## config.mk

```make
export PLATFORM = sky130hd
export DESIGN_NAME = evt_word_fmt
export DESIGN_NICKNAME = d
export VERILOG_FILES = /design/src/rtl/evt_fmt_pkg.sv /design/src/rtl/evt_fmt_wcount.sv /design/src/rtl/evt_fmt_lowbit.sv /design/src/rtl/evt_fmt_seq.sv /design/src/rtl/evt_word_fmt.sv
export SDC_FILE = /design/constraint.sdc
export NUM_CORES = 1
export LEC_CHECK = 0
export ABC_AREA = 1
export BUFFER_PORTS_ARGS = -buffer_cell sky130_fd_sc_hd__buf_2
export CORE_MARGIN = 2
export CORE_UTILIZATION = 54
export CTS_CLUSTER_DIAMETER = 60
export DETAILED_ROUTE_END_ITERATION = 6
export GPL_TIMING_DRIVEN = 1
export PLACE_DENSITY = 0.78
export SLEW_MARGIN = 15
export SYNTH_ARGS = -nofsm -noshare
export SYNTH_HDL_FRONTEND = slang
export SYNTH_SLANG_ARGS = --single-unit
export TNS_END_PERCENT = 20
```

## constraint.sdc

```tcl
create_clock -name clk -period 2.7 [get_ports clk]
set_input_delay 0.27 -clock clk [delete_from_list [all_inputs] [get_ports clk]]
set_output_delay 0.27 -clock clk [all_outputs]
set_load 0.05 [all_outputs]
```

## src/rtl/evt_fmt_pkg.sv

```systemverilog
package evt_fmt_pkg;

  localparam int WORD_W = 21;
  localparam int NSRC   = 2;

  // Word type codes (bits 20:18)
  localparam logic [2:0] WT_FILL = 3'b010;
  localparam logic [2:0] WT_LOB  = 3'b011;
  localparam logic [2:0] WT_DATA = 3'b101;
  localparam logic [2:0] WT_HDR  = 3'b110;

  localparam logic [WORD_W-1:0] NULL_WORD = 21'h000001;
  localparam logic [WORD_W-1:0] TRIG_WORD = 21'h1FFE01;

  typedef enum logic [2:0] {
    ST_IDLE,
    ST_TRIG,
    ST_HDR,
    ST_BMAP,
    ST_CHAN,
    ST_TIME,
    ST_CHRG,
    ST_FILL
  } fmt_state_e;

  // Assemble a typed word: parity over type and payload, sync bit set.
  function automatic logic [WORD_W-1:0] fmt_word(input logic [2:0] wtype,
                                                 input logic [15:0] payload);
    logic par;
    par = ^{wtype, payload};
    return {wtype, par, payload, 1'b1};
  endfunction

endpackage

```

## src/rtl/evt_fmt_wcount.sv

```systemverilog
module evt_fmt_wcount #(
  parameter int NCH = 32
) (
  input  logic [NCH-1:0] bm0_i,
  input  logic [NCH-1:0] bm1_i,
  output logic [7:0]     count_o
);
  import evt_fmt_pkg::*;

  localparam int NBW = NCH / 16;
  localparam int HW  = $clog2(NCH + 1);

  logic [NSRC-1:0][NCH-1:0] bm;
  logic [NSRC-1:0][15:0]    term;
  logic [15:0]              total;

  assign bm[0] = bm0_i;
  assign bm[1] = bm1_i;

  // Per-source contribution: three words per hit, or one fill word.
  for (genvar s = 0; s < NSRC; s++) begin : g_src
    logic [HW-1:0] hits;
    always_comb begin
      hits = '0;
      for (int i = 0; i < NCH; i++) begin
        hits = hits + HW'(bm[s][i]);
      end
      if (hits == '0) term[s] = 16'd1;
      else            term[s] = 16'(hits) * 16'd3;
    end
  end

  always_comb begin
    total = 16'(1 + NSRC * NBW);
    for (int s = 0; s < NSRC; s++) begin
      total = total + term[s];
    end
    count_o = (total > 16'd255) ? 8'hFF : total[7:0];
  end

endmodule

```

## src/rtl/evt_fmt_lowbit.sv

```systemverilog
module evt_fmt_lowbit #(
  parameter int NCH = 32,
  parameter int CW  = 5
) (
  input  logic [NCH-1:0] vec_i,
  output logic [CW-1:0]  idx_o,
  output logic [NCH-1:0] rest_o
);

  // Lowest set bit wins; rest_o drops that bit.
  always_comb begin
    idx_o = '0;
    for (int i = NCH - 1; i >= 0; i--) begin
      if (vec_i[i]) idx_o = CW'(i);
    end
    rest_o = vec_i & (vec_i - NCH'(1));
  end

endmodule

```

## src/rtl/evt_fmt_seq.sv

```systemverilog
module evt_fmt_seq #(
  parameter int NCH = 32
) (
  input  logic                   clk,
  input  logic                   rst_n,
  input  logic                   trig_i,
  input  logic [7:0]             sync_i,
  input  logic [NCH-1:0]         bm0_i,
  input  logic [NCH-1:0]         bm1_i,
  input  logic [7:0]             count_i,
  input  logic                   ready_i,
  input  logic [NCH-1:0]         rest_i,
  output evt_fmt_pkg::fmt_state_e state_o,
  output logic                   src_o,
  output logic [((NCH/16) > 1 ? $clog2(NCH/16) : 1)-1:0] bidx_o,
  output logic [NCH-1:0]         rem_o,
  output logic [NCH-1:0]         bm0_o,
  output logic [NCH-1:0]         bm1_o,
  output logic [7:0]             sync_o,
  output logic [7:0]             count_o
);
  import evt_fmt_pkg::*;

  localparam int NBW = NCH / 16;
  localparam int BIW = (NBW > 1) ? $clog2(NBW) : 1;

  fmt_state_e     state_q, state_d;
  logic           src_q, src_d;
  logic [BIW-1:0] bidx_q, bidx_d;
  logic [NCH-1:0] rem_q, rem_d;
  logic [NCH-1:0] bm0_q, bm1_q;
  logic [7:0]     sync_q, count_q;
  logic           cap_en, fire, sect_end;

  assign cap_en = (state_q == ST_IDLE) && trig_i;
  assign fire   = (state_q != ST_IDLE) && ready_i;

  // Next-state logic
  always_comb begin
    state_d  = state_q;
    src_d    = src_q;
    bidx_d   = bidx_q;
    rem_d    = rem_q;
    sect_end = 1'b0;
    case (state_q)
      ST_IDLE: begin
        if (trig_i) begin
          state_d = ST_TRIG;
          src_d   = 1'b0;
          bidx_d  = '0;
        end
      end
      ST_TRIG: if (fire) state_d = ST_HDR;
      ST_HDR:  if (fire) state_d = ST_BMAP;
      ST_BMAP: begin
        if (fire) begin
          if (bidx_q == BIW'(NBW - 1)) begin
            bidx_d = '0;
            if (src_q) begin
              src_d   = 1'b0;
              rem_d   = bm0_q;
              state_d = (bm0_q == '0) ? ST_FILL : ST_CHAN;
            end else begin
              src_d = 1'b1;
            end
          end else begin
            bidx_d = bidx_q + BIW'(1);
          end
        end
      end
      ST_CHAN: if (fire) state_d = ST_TIME;
      ST_TIME: if (fire) state_d = ST_CHRG;
      ST_CHRG: begin
        if (fire) begin
          rem_d = rest_i;
          if (rest_i == '0) sect_end = 1'b1;
          else              state_d  = ST_CHAN;
        end
      end
      ST_FILL: if (fire) sect_end = 1'b1;
      default: state_d = ST_IDLE;
    endcase
    if (sect_end) begin
      if (src_q) begin
        state_d = ST_IDLE;
      end else begin
        src_d   = 1'b1;
        rem_d   = bm1_q;
        state_d = (bm1_q == '0) ? ST_FILL : ST_CHAN;
      end
    end
  end

  // Sequencing registers
  always_ff @(posedge clk or negedge rst_n) begin
    if (!rst_n) begin
      state_q <= ST_IDLE;
      src_q   <= 1'b0;
      bidx_q  <= '0;
      rem_q   <= '0;
    end else begin
      state_q <= state_d;
      src_q   <= src_d;
      bidx_q  <= bidx_d;
      rem_q   <= rem_d;
    end
  end

  // Event capture registers, enabled only on an accepted trigger
  always_ff @(posedge clk or negedge rst_n) begin
    if (!rst_n) begin
      bm0_q   <= '0;
      bm1_q   <= '0;
      sync_q  <= '0;
      count_q <= '0;
    end else if (cap_en) begin
      bm0_q   <= bm0_i;
      bm1_q   <= bm1_i;
      sync_q  <= sync_i;
      count_q <= count_i;
    end
  end

  assign state_o = state_q;
  assign src_o   = src_q;
  assign bidx_o  = bidx_q;
  assign rem_o   = rem_q;
  assign bm0_o   = bm0_q;
  assign bm1_o   = bm1_q;
  assign sync_o  = sync_q;
  assign count_o = count_q;

endmodule

```

## src/rtl/evt_word_fmt.sv

```systemverilog
module evt_word_fmt #(
  parameter int NCH = 32,
  parameter int CW  = $clog2(NCH)
) (
  input  logic           clk,
  input  logic           rst_n,
  input  logic           trig_i,
  input  logic [7:0]     trig_sync_i,
  input  logic [NCH-1:0] bmap0_i,
  input  logic [NCH-1:0] bmap1_i,
  output logic           meas_src_o,
  output logic [CW-1:0]  meas_chan_o,
  input  logic [31:0]    meas_data_i,
  output logic           out_valid_o,
  input  logic           out_ready_i,
  output logic [20:0]    out_word_o
);
  import evt_fmt_pkg::*;

  localparam int NBW = NCH / 16;
  localparam int BIW = (NBW > 1) ? $clog2(NBW) : 1;

  fmt_state_e     state;
  logic           src;
  logic [BIW-1:0] bidx;
  logic [NCH-1:0] rem, rest, bm0_cap, bm1_cap, bm_sel;
  logic [7:0]     count_in, sync_cap, count_cap;
  logic [CW-1:0]  chan;
  logic [15:0]    slice;

  evt_fmt_wcount #(.NCH(NCH)) u_wcount (
    .bm0_i   (bmap0_i),
    .bm1_i   (bmap1_i),
    .count_o (count_in)
  );

  evt_fmt_lowbit #(.NCH(NCH), .CW(CW)) u_lowbit (
    .vec_i  (rem),
    .idx_o  (chan),
    .rest_o (rest)
  );

  evt_fmt_seq #(.NCH(NCH)) u_seq (
    .clk     (clk),
    .rst_n   (rst_n),
    .trig_i  (trig_i),
    .sync_i  (trig_sync_i),
    .bm0_i   (bmap0_i),
    .bm1_i   (bmap1_i),
    .count_i (count_in),
    .ready_i (out_ready_i),
    .rest_i  (rest),
    .state_o (state),
    .src_o   (src),
    .bidx_o  (bidx),
    .rem_o   (rem),
    .bm0_o   (bm0_cap),
    .bm1_o   (bm1_cap),
    .sync_o  (sync_cap),
    .count_o (count_cap)
  );

  assign bm_sel = src ? bm1_cap : bm0_cap;
  assign slice  = bm_sel[int'(bidx) * 16 +: 16];

  // Word assembly
  always_comb begin
    case (state)
      ST_TRIG: out_word_o = TRIG_WORD;
      ST_HDR:  out_word_o = fmt_word(WT_HDR, {sync_cap, count_cap});
      ST_BMAP: out_word_o = fmt_word(WT_DATA, slice);
      ST_CHAN: out_word_o = fmt_word(WT_LOB, {8'h00, 8'(chan)});
      ST_TIME: out_word_o = fmt_word(WT_DATA, meas_data_i[31:16]);
      ST_CHRG: out_word_o = fmt_word(WT_DATA, meas_data_i[15:0]);
      ST_FILL: out_word_o = fmt_word(WT_FILL, 16'h0000);
      default: out_word_o = NULL_WORD;
    endcase
  end

  assign out_valid_o = (state != ST_IDLE);
  assign meas_src_o  = src;
  assign meas_chan_o = chan;

endmodule

```

; ---- After elaboration in Yosys (flattened, before gate mapping)
; Cells that the tools add are included.
[word_totals]
regBits = 117
latchBits = 0
ram_bits = 0
rom_bits = 0
input_bits = 108
out_inout_bits = 28
word_cells = 190
mem_count = 0
[classes]
addsub = 66
multipliers = 2
div_mod_pow = 0
n_lt_le_gt_ge = 1
n_eq_ne = 19
n_shift = 1
n_mux = 74
bitwise = 1
reduce_logical = 18
[op_table]
columns = op, n
row1 = 6-bit by 1-bit adder with 6-bit output, 60
row2 = 32-bit 2-to-1 mux, 7
row3 = 5-bit 2-to-1 mux, 32
row4 = 21-bit one-hot mux with 7 select lines, 1
row5 = 32-bit zero test, 3
row6 = 19-bit parity, 5
row7 = 32-bit one-hot mux with 2 select lines, 1
row8 = 3-bit 2-to-1 mux, 12
row9 = 32-bit bitwise AND, 1
row10 = 32-bit by 6-bit variable part select with 16-bit output, 1
row11 = "32-bit by 1-bit subtractor with 32-bit output, second input constant", 1
row12 = 8-bit 2-to-1 mux, 3
row13 = "3-bit by 1-bit != test with 1-bit output, second input constant", 8
row14 = 3-bit one-hot mux with 7 select lines, 1
row15 = 16-bit by 8-bit adder with 16-bit output, 1
row16 = "16-bit by 8-bit > comparator with 1-bit output, second input constant", 1
row17 = "6-bit by 2-bit multiplier with 8-bit output, second input constant", 2
row18 = "3-bit == test, second input constant", 4
row19 = 6-bit zero test, 2
row20 = 1-bit 2-to-1 mux, 12
row21 = 11-bit AND reduction, 1
row22 = "3-bit by 8-bit adder with 9-bit output, first input constant", 1
row23 = 8-bit nonzero test, 1
row24 = "3-bit by 2-bit == test with 1-bit output, second input constant", 2
row25 = other kinds (13), 19

; ---- Longest topological paths before layout
; Gate-level depths: netlist of the first run.
[depth]
depth_word = 37
mapped_depth = 40
depth_no_buf = 40

; ---- By module
; From an unflattened synthesis of the first run, not the netlist that was laid out.
[unflattened]
cells_unflattened = 1927
area_unflattened_um2 = 12014.0
[modules_own_cells]
columns = mod, instances, cells_per_inst, area_per_inst_um2, seq_area_each_um2
row1 = evt_fmt_seq, 1, 918, 6143.4, 2927.8
row2 = evt_fmt_wcount, 1, 376, 2849.0, 0.0
row3 = evt_word_fmt, 1, 456, 2258.4, 0.0
row4 = evt_fmt_lowbit, 1, 177, 763.2, 0.0

; ---- Worst setup path before layout of the first run
; OpenSTA, ideal clock, no wires.
[synth_timing]
path_kind = input to register
from = input bmap0_i[0]
to = register u_seq.count_q[6] (netlist: u_seq.count_o[6])
setup_ps = 119
arrival_time_ps = 7411
required_ps = 2581
setup_slack_ps = -4830
path_stages = 30
n_path_buf = 0
path_cell_list = ha_1 > inv_1 > fa_1 > fa_1 > fa_1 > fa_1 > fa_1 > fa_1 > fa_1 > fa_1 > inv_1 > ha_1 > inv_1 > fa_1 > or2_2 > o21ai_0 > xor2_1 > inv_1 > ha_1 > a21oi_1 > nand2_1 > a21oi_1 > nor2_1 > nor2_1 > nor2_1 > o21ai_0 > nand2_1 > o21ai_1 > o211ai_1 > o21a_1
[synth_between]
elab_chain_cells = 37
elab_cells_between_ends = 38
classes_between = add/sub: 33 / mul: 1 / order compare: 1 / mux: 2 / reduce/logical: 1
[synth_lines]
columns = item, line_no
row1 = start: declaration, evt_word_fmt.sv:9  ; input logic [NCH-1:0] bmap0_i,
row2 = 1-bit by 1-bit adder with 2-bit output *, evt_fmt_wcount.sv:26  ; hits = hits + HW'(bm[s][i]);
row3 = 6-bit by 1-bit adder with 6-bit output * (30 in series), evt_fmt_wcount.sv:26
row4 = 6-bit by 2-bit multiplier with 8-bit output or 6-bit zero test (tied branches), "evt_fmt_wcount.sv:29, evt_fmt_wcount.sv:28"
row5 = 8-bit 2-to-1 mux *, evt_fmt_wcount.sv:28  ; if (hits == '0) term[s] = 16'd1;
row6 = 3-bit by 8-bit adder with 9-bit output *, evt_fmt_wcount.sv:36  ; total = total + term[s];
row7 = 16-bit by 8-bit adder with 16-bit output *, evt_fmt_wcount.sv:36
row8 = 16-bit by 8-bit > comparator with 1-bit output, evt_fmt_wcount.sv:38  ; count_o = (total > 16'd255) ? 8'hFF : total[7:0];
row9 = 8-bit 2-to-1 mux *, evt_fmt_wcount.sv:38
row10 = end signal: assignment, evt_fmt_seq.sv:120  ; count_q <= count_i;
row11 = end: declaration, evt_fmt_seq.sv:32  ; logic [7:0] sync_q, count_q;
; Every way passes the cells marked *; elsewhere a longest branch is shown, timed or not.
; A chain may end at the register's enable or synchronous reset.

; ---- Worst setup path in the final report of the first run
[layout_timing]
from = input bmap0_i[1]
to = register u_seq.count_q[4] (netlist: u_seq.count_o[4])
; Same word-level chain as after synthesis.

==> results of run 1 <==
[kinds of logic after synthesis]
family / after synthesis / synth area share [%]
buffers and inverters: 329 / 12.3
DFF: 117 / 28.5
AOI/OAI and AO/OA: 344 / 19.2
and+or+nand+nor: 442 / 18.1
adders and majority gates: 94 / 15.2
xor gates and xnor gates: 77 / 6.57
other: 1 / 0.0366
[metal layers]
layer	wire length [um]	GRT usage, %
met1	15200	51.4
met2	19200	65.7
met3	3590	6.14
met4	1790	15.9
met5	0	0
[worst register-to-register path: cells and delay by family (launching register included)]
family,cells,cell delay (ns)
AO/OA/AOI/OAI,5,0.79
buffers and inverters,6,0.66
flip-flops,1,0.40
AND/OR/NAND/NOR,11,1.50
[worst paths after layout]
kind / end / cells after the start / slack, ns / from
min in group asynchronous: u_seq.state_o[0] / 2 / 0.40 / rst_n
worst max-delay path: u_seq.count_o[4] / 29 / -4.39 / bmap0_i[1]
worst max register to register: u_seq.rem_o[5] / 22 / -0.76 / u_seq.rem_o[0]
max in group asynchronous: u_seq.bm0_o[20] / 3 / 1.57 / rst_n
worst min-delay path: u_seq.sync_o[7] / 3 / 0.05 / trig_sync_i[7]
worst min register to register: u_seq.rem_o[18] / 2 / 0.50 / u_seq.bm1_o[18]
[sequential cells by signal, summed over array words and instances (netlist names)]
name	count
u_seq.sync_o	8
u_seq.src_o	1
u_seq.count_o	8
u_seq.bm1_o	32
u_seq.state_o	3
u_seq.rem_o	32
u_seq.bm0_o	32
u_seq.bidx_o	1
[final cells by class]
type / instances / area [um2] / area share [%]
timing repair buffer: 473 / 3360 / 22.6
inverter: 283 / 1070 / 7.18
multi-input combinational: 958 / 6620 / 44.5
clock buffer: 17 / 425 / 2.86
tap: 234 / 293 / 1.97
sequential: 117 / 2930 / 19.7
clock inverter: 15 / 179 / 1.20
[what timing repair did]
action / CTS / global route
pin swaps: 17 / 52
hold buffers: 1 / 0
setup buffers: 12 / 10
endpoints found under the setup margin: 53 / 62
endpoints found under the hold margin: 41 / 0
resized for setup: 62 / 84
[cell usage after synthesis (3+ instances only)]
cell type	number	area, um2
nor2_1	93	349
o21a_1	3	22.5
o21ai_1	7	35.0
inv_1	275	1030
nor3_1	12	60.1
nand4_1	19	119
a31oi_1	3	18.8
clkinv_1	4	15.0
or2_2	3	18.8
a211oi_1	5	37.5
a221oi_1	14	123
nor2_4	3	33.8
a22oi_1	10	75.1
buf_4	3	22.5
xor2_1	21	184
o21ai_0	179	896
o22ai_1	8	50.1
xnor2_1	56	490
o221ai_1	10	87.6
ha_1	43	538
buf_1	4	15.0
o211ai_1	8	60.1
o2111ai_1	6	52.6
clkbuf_1	35	131
o21ai_2	7	61.3
nor4_1	9	56.3
a21oi_1	76	380
nand2_2	3	18.8
nand3_1	29	145
dfrtp_1	117	2930
inv_2	4	15.0
fa_1	51	1020
nand2_1	265	995
[per-stage QoR]
stage                     area [um2]  setup slack (ns)
after global routing           14900             -4.64
after floorplan                10400             -4.51
final                          14900             -4.39
after CTS                      14500             -4.29
after detailed placement       13600             -5.06
after global placement         13600             -4.93
==> flow_metrics.tcl, run 1 <==
set metrics [dict create \
    worstPathRequired_ns 3.00 \
    yosys_register_bits 117 \
    grt_pass1_vias 11400 \
    maxCapViolCount 0 \
    fmax_ghz 0.141 \
    synth_edf_count 0 \
    cts_num_sinks 117 \
    gp_congestion 0.975 \
    cts_tree "done" \
    synthArstFlopShare_pct 100 \
    critPathMaxStageDelay_ns 0.58 \
    via_per_inst 5.60 \
    start_util_pct 55.0 \
    status "complete, but fails checks" \
    finalCriticalPeriod_ns 7.09 \
    syn_area_per_cell_um2 7.31 \
    rsz0062_at_grt "true" \
    nFillCells 1301 \
    wl_per_cell_um 19.0 \
    ys_warn_count 0 \
    numCtsBuffers 17 \
    critPathKind "primary input to register" \
    clock_latency_ns 0.42 \
    grt_overflow_total 0 \
    drtAntennaViolNets 0 \
    cp_top_family "adder cells" \
    root_buffer "clkbuf_16" \
    first_pass_iters 6 \
    layout_common_cells "buf_4, inv_1, nand2_1, o21ai_0, buf_2" \
    violations "negative setup slack" \
    dp.cells 2042 \
    wirelength_um 39800 \
    cts_max_path_buffers 2 \
    antenna_found_initial 0 \
    rows 50 \
    syn_to_final_growth_pct 44.9 \
    n_antenna_cell 0 \
    finalCritPeriodShare_pct 263 \
    worst_slew_pin_slew_ns 0.868 \
    grt_pass1_wl_um 60300 \
    postSynthCellCount 1404 \
    drv_slew 0 \
    synth_ff_type "dfrtp_1" \
    crit_arrival_ns 7.39 \
    grtUsageTotal_pct 39.3 \
    die_h_um 142 \
    hold_slack_ns 0.0484 \
    tns_ns -59.73 \
    finClkSkew_ns 0.00788 \
    hp-class "primary input to register" \
    path_max_fanout 7 \
    grt_start_max_net_pins 50 \
    cp-end-kind "register" \
    final_common_cell "buf_4" \
    layout.nets 2052 \
    max_slew_margin_pct 41.6 \
    hpwl_um 31300 \
    die_x_um 142 \
    cp_num_buf_inv 5 \
    first_iter_violations 1129 \
    crit_path_start_kind "primary input" \
    fin_util_pct 79.8 \
    finalHoldViolations 0 \
    timing.critical_path.mode_cell "fa_1" \
    crit_slowest_cell "fa_2" \
    drc 0 \
    path_clk_slew_ns 0.06 \
    drive_above_1_share_pct 34.6 \
    htree_num_levels 4 \
    vias 11700 \
    port-buffer-count 134 \
    dieArea_um2 20100 \
    final_cells 2097 \
    core_area_um2 18600 \
    ios 136 \
    synth_fp_nets 1606 \
    syn-cell-area_um2 10300 \
    ys_types 47 \
    ys_seq_area_share_pct 28.5 \
    setup_ws_ns -4.39 \
    setup_viol 50 \
]
Power of run 1 is left out: the tool's default activity adds up to more than one toggle a clock period on the data nets, which glitch-free logic cannot reach.
==> run 2: changes to the inputs <==
CORE_UTILIZATION = 55   (was 54)
CTS_CLUSTER_SIZE = 20   (was default)
GPL_TIMING_DRIVEN = 0   (was 1)
PLACE_DENSITY = 0.79   (was 0.78)
SYNTH_HIERARCHICAL = 1   (was default)
==> run 2 against run 1 <==
Effect of this change: the flow still finishes with violations (negative setup slack); wire length grew 5.5%; critical endpoint is now u_seq/count_o[4]; sequential share of layout area is essentially flat; first-iteration DRC count is essentially flat; global-route usage shrank 3.3 points; area after synthesis grew 17%; critical path type unchanged; design area grew 0.29%; utilization shrank 11 points; setup slack gained 0.65 ns; synthesized cell count grew 37%; register-to-register slack gained 0.15 ns.
==> flow_metrics.tcl, run 2 <==
set metrics [dict create \
    status "complete, but fails checks" \
    violations "negative setup slack" \
    grt_overflow_total 0 \
    synth_commonest_cells "nand2_1, inv_1, nor2_1" \
    cts_max_path_buffers 2 \
    grt_start_max_net_pins 65 \
    finalCriticalPeriod_ns 6.44 \
    synthArstFlopShare_pct 100 \
    endpoint "u_seq/count_o[4]" \
    yosys_register_bits 117 \
    htree_num_levels 4 \
    antenna_found_initial 0 \
    worstPathRequired_ns 3.02 \
    hpwl_um 32400 \
    highest_layer "met4" \
    ys_warn_count 6 \
    crit_slowest_cell "fa_2" \
    setup_viol 51 \
    tns_ns -52.45 \
    die_h_um 152 \
    clock_latency_ns 0.43 \
    grtUsageTotal_pct 36.0 \
    critical_path.startpoint "bmap1_i[11]" \
    layout.nets 2348 \
    finClkSkew_ns 0.00901 \
    crit_path_start_kind "primary input" \
    r2r-end "u_seq/rem_o[29]" \
    maxCapViolCount 0 \
    syn-cell-area_um2 12000 \
    drive_above_1_share_pct 20.8 \
    finalHoldViolations 0 \
    cts_tree "done" \
    cts_num_sinks 117 \
    cp-end-kind "register" \
    multi_input_area_um2 8280 \
    drc 0 \
    rows 54 \
    wl_met2_um 20100 \
    first_iter_violations 1128 \
    via_per_inst 5.47 \
    dieArea_um2 23000 \
    setup_ws_ns -3.74 \
    hp-class "primary input to register" \
    numCtsBuffers 17 \
    core_area_um2 21600 \
    synth_top_area_share_pct 27.2 \
    wirelength_um 42000 \
    nFillCells 1881 \
    ys_types 44 \
    critPathKind "primary input to register" \
    max_slew_margin_pct 54.1 \
    place_ws_ns -4.30 \
    drtAntennaViolNets 0 \
    syn_to_final_growth_pct 24.1 \
    synth_ff_type "dfrtp_1" \
    first_pass_iters 7 \
    start_util_pct 55.6 \
    final_common_cell "nand2_1" \
    synth_edf_count 0 \
    synthTopCellsByArea "nand2_1, dfrtp_1, fa_1" \
    synth_fp_nets 2132 \
    ys_seq_area_share_pct 24.4 \
    postSynthCellCount 1927 \
    rr_worst_depth 22 \
    n_antenna_cell 0 \
    yosysTopAreaCell "nand2_1" \
    finalCritPeriodShare_pct 238 \
    worstHoldStart "trig_sync_i[1]" \
    timing.critical_path.mode_cell "nand2_1" \
    layout_common_cells "nand2_1, inv_1, buf_2, nor2_1, dfrtp_1" \
    gp_congestion 0.982 \
    grt_pass1_wl_um 62900 \
    root_buffer "clkbuf_16" \
    syn_area_per_cell_um2 6.23 \
    register_area_um2 2940 \
    path_max_fanout 8 \
    drv_slew 0 \
    rsz0062_at_grt "true" \
    die_x_um 152 \
    critPathMaxStageDelay_ns 0.58 \
    wl_met3_um 3400 \
    grt_pass1_vias 12400 \
    r2r_slack_ns -0.61 \
    crit_arrival_ns 6.76 \
    wl_per_cell_um 17.2 \
    reg2reg_from "u_seq/rem_o[6]" \
    yosysMostFrequentCell "nand2_1" \
    path_clk_slew_ns 0.06 \
    worst_slew_pin_slew_ns 0.684 \
    vias 13300 \
    fmax_ghz 0.155 \
    ios 136 \
    port-buffer-count 134 \
    wl_met1_um 16600 \
]
run 2: cells by family after synthesis:
logic type | Yosys count | share of synthesized area (%)
compound gates | 119 | 5.97
xor+xnor | 57 | 4.16
fa+ha+maj | 97 | 13.3
buf+inv | 339 | 11.6
flops | 117 | 24.4
other cells | 2 | 0.0625
simple gates | 1196 | 40.5
run 2: worst min path at each step:
stage / end / cells past startpoint
finish: u_seq/sync_o[1] / 3
global route: u_seq/sync_o[0] / 3
CTS: u_seq/sync_o[1] / 3
detailed placement: u_seq/bm0_o[10] / 1
global placement: u_seq/sync_o[3] / 3
floorplan: u_seq/bidx_o / 0
run 2: cell type report:
class                           count  share of cell area, %
Tap cell                          280                   2.35
Sequential cell                   117                   19.7
Clock buffer                       18                   2.95
Buffer                             58                   2.51
Clock inverter                     14                   1.12
Timing Repair Buffer              197                   8.74
Multi-Input combinational cell   1472                   55.5
Inverter                          280                   7.13
run 2: through the flow:
| stage | area (um2) | utilization [%] | cells | hold slack (ns) |
|---|---|---|---|---|
| after floorplan | 12200 | - | 1927 | -0.0256 |
| after global placement | 13300 | 61.3 | 2341 | 0.468 |
| after detailed placement | 13300 | 61.5 | 2342 | 0.296 |
| after CTS | 14500 | 67.1 | 2419 | 0.0323 |
| after global routing | 14900 | 69.0 | 2436 | 0.0476 |
| final | 14900 | 69.0 | 2436 | 0.0353 |
run 2: worst max-delay path: cells and delay by family:
kind	cells	cell delay (ns)
compound gates	3	0.34
fa+ha+maj	12	4.86
simple gates	11	1.02
buf+inv	4	0.28
run 2: what timing repair did:
action	in CTS	in global routing
hold buffers	1	0
setup endpoints to repair	62	63
resized for setup	76	80
hold endpoints to repair	63	0
cloned	2	2
pin swaps	35	49
setup buffers	43	16
run 2: metal layers:
metal	up-vias	track usage, %
met2	635	59.7
li1	6312	-
met3	130	4.91
met1	6252	46.1
met4	0	18.2
met5	-	0
Power of run 2 is left out for the same reason.
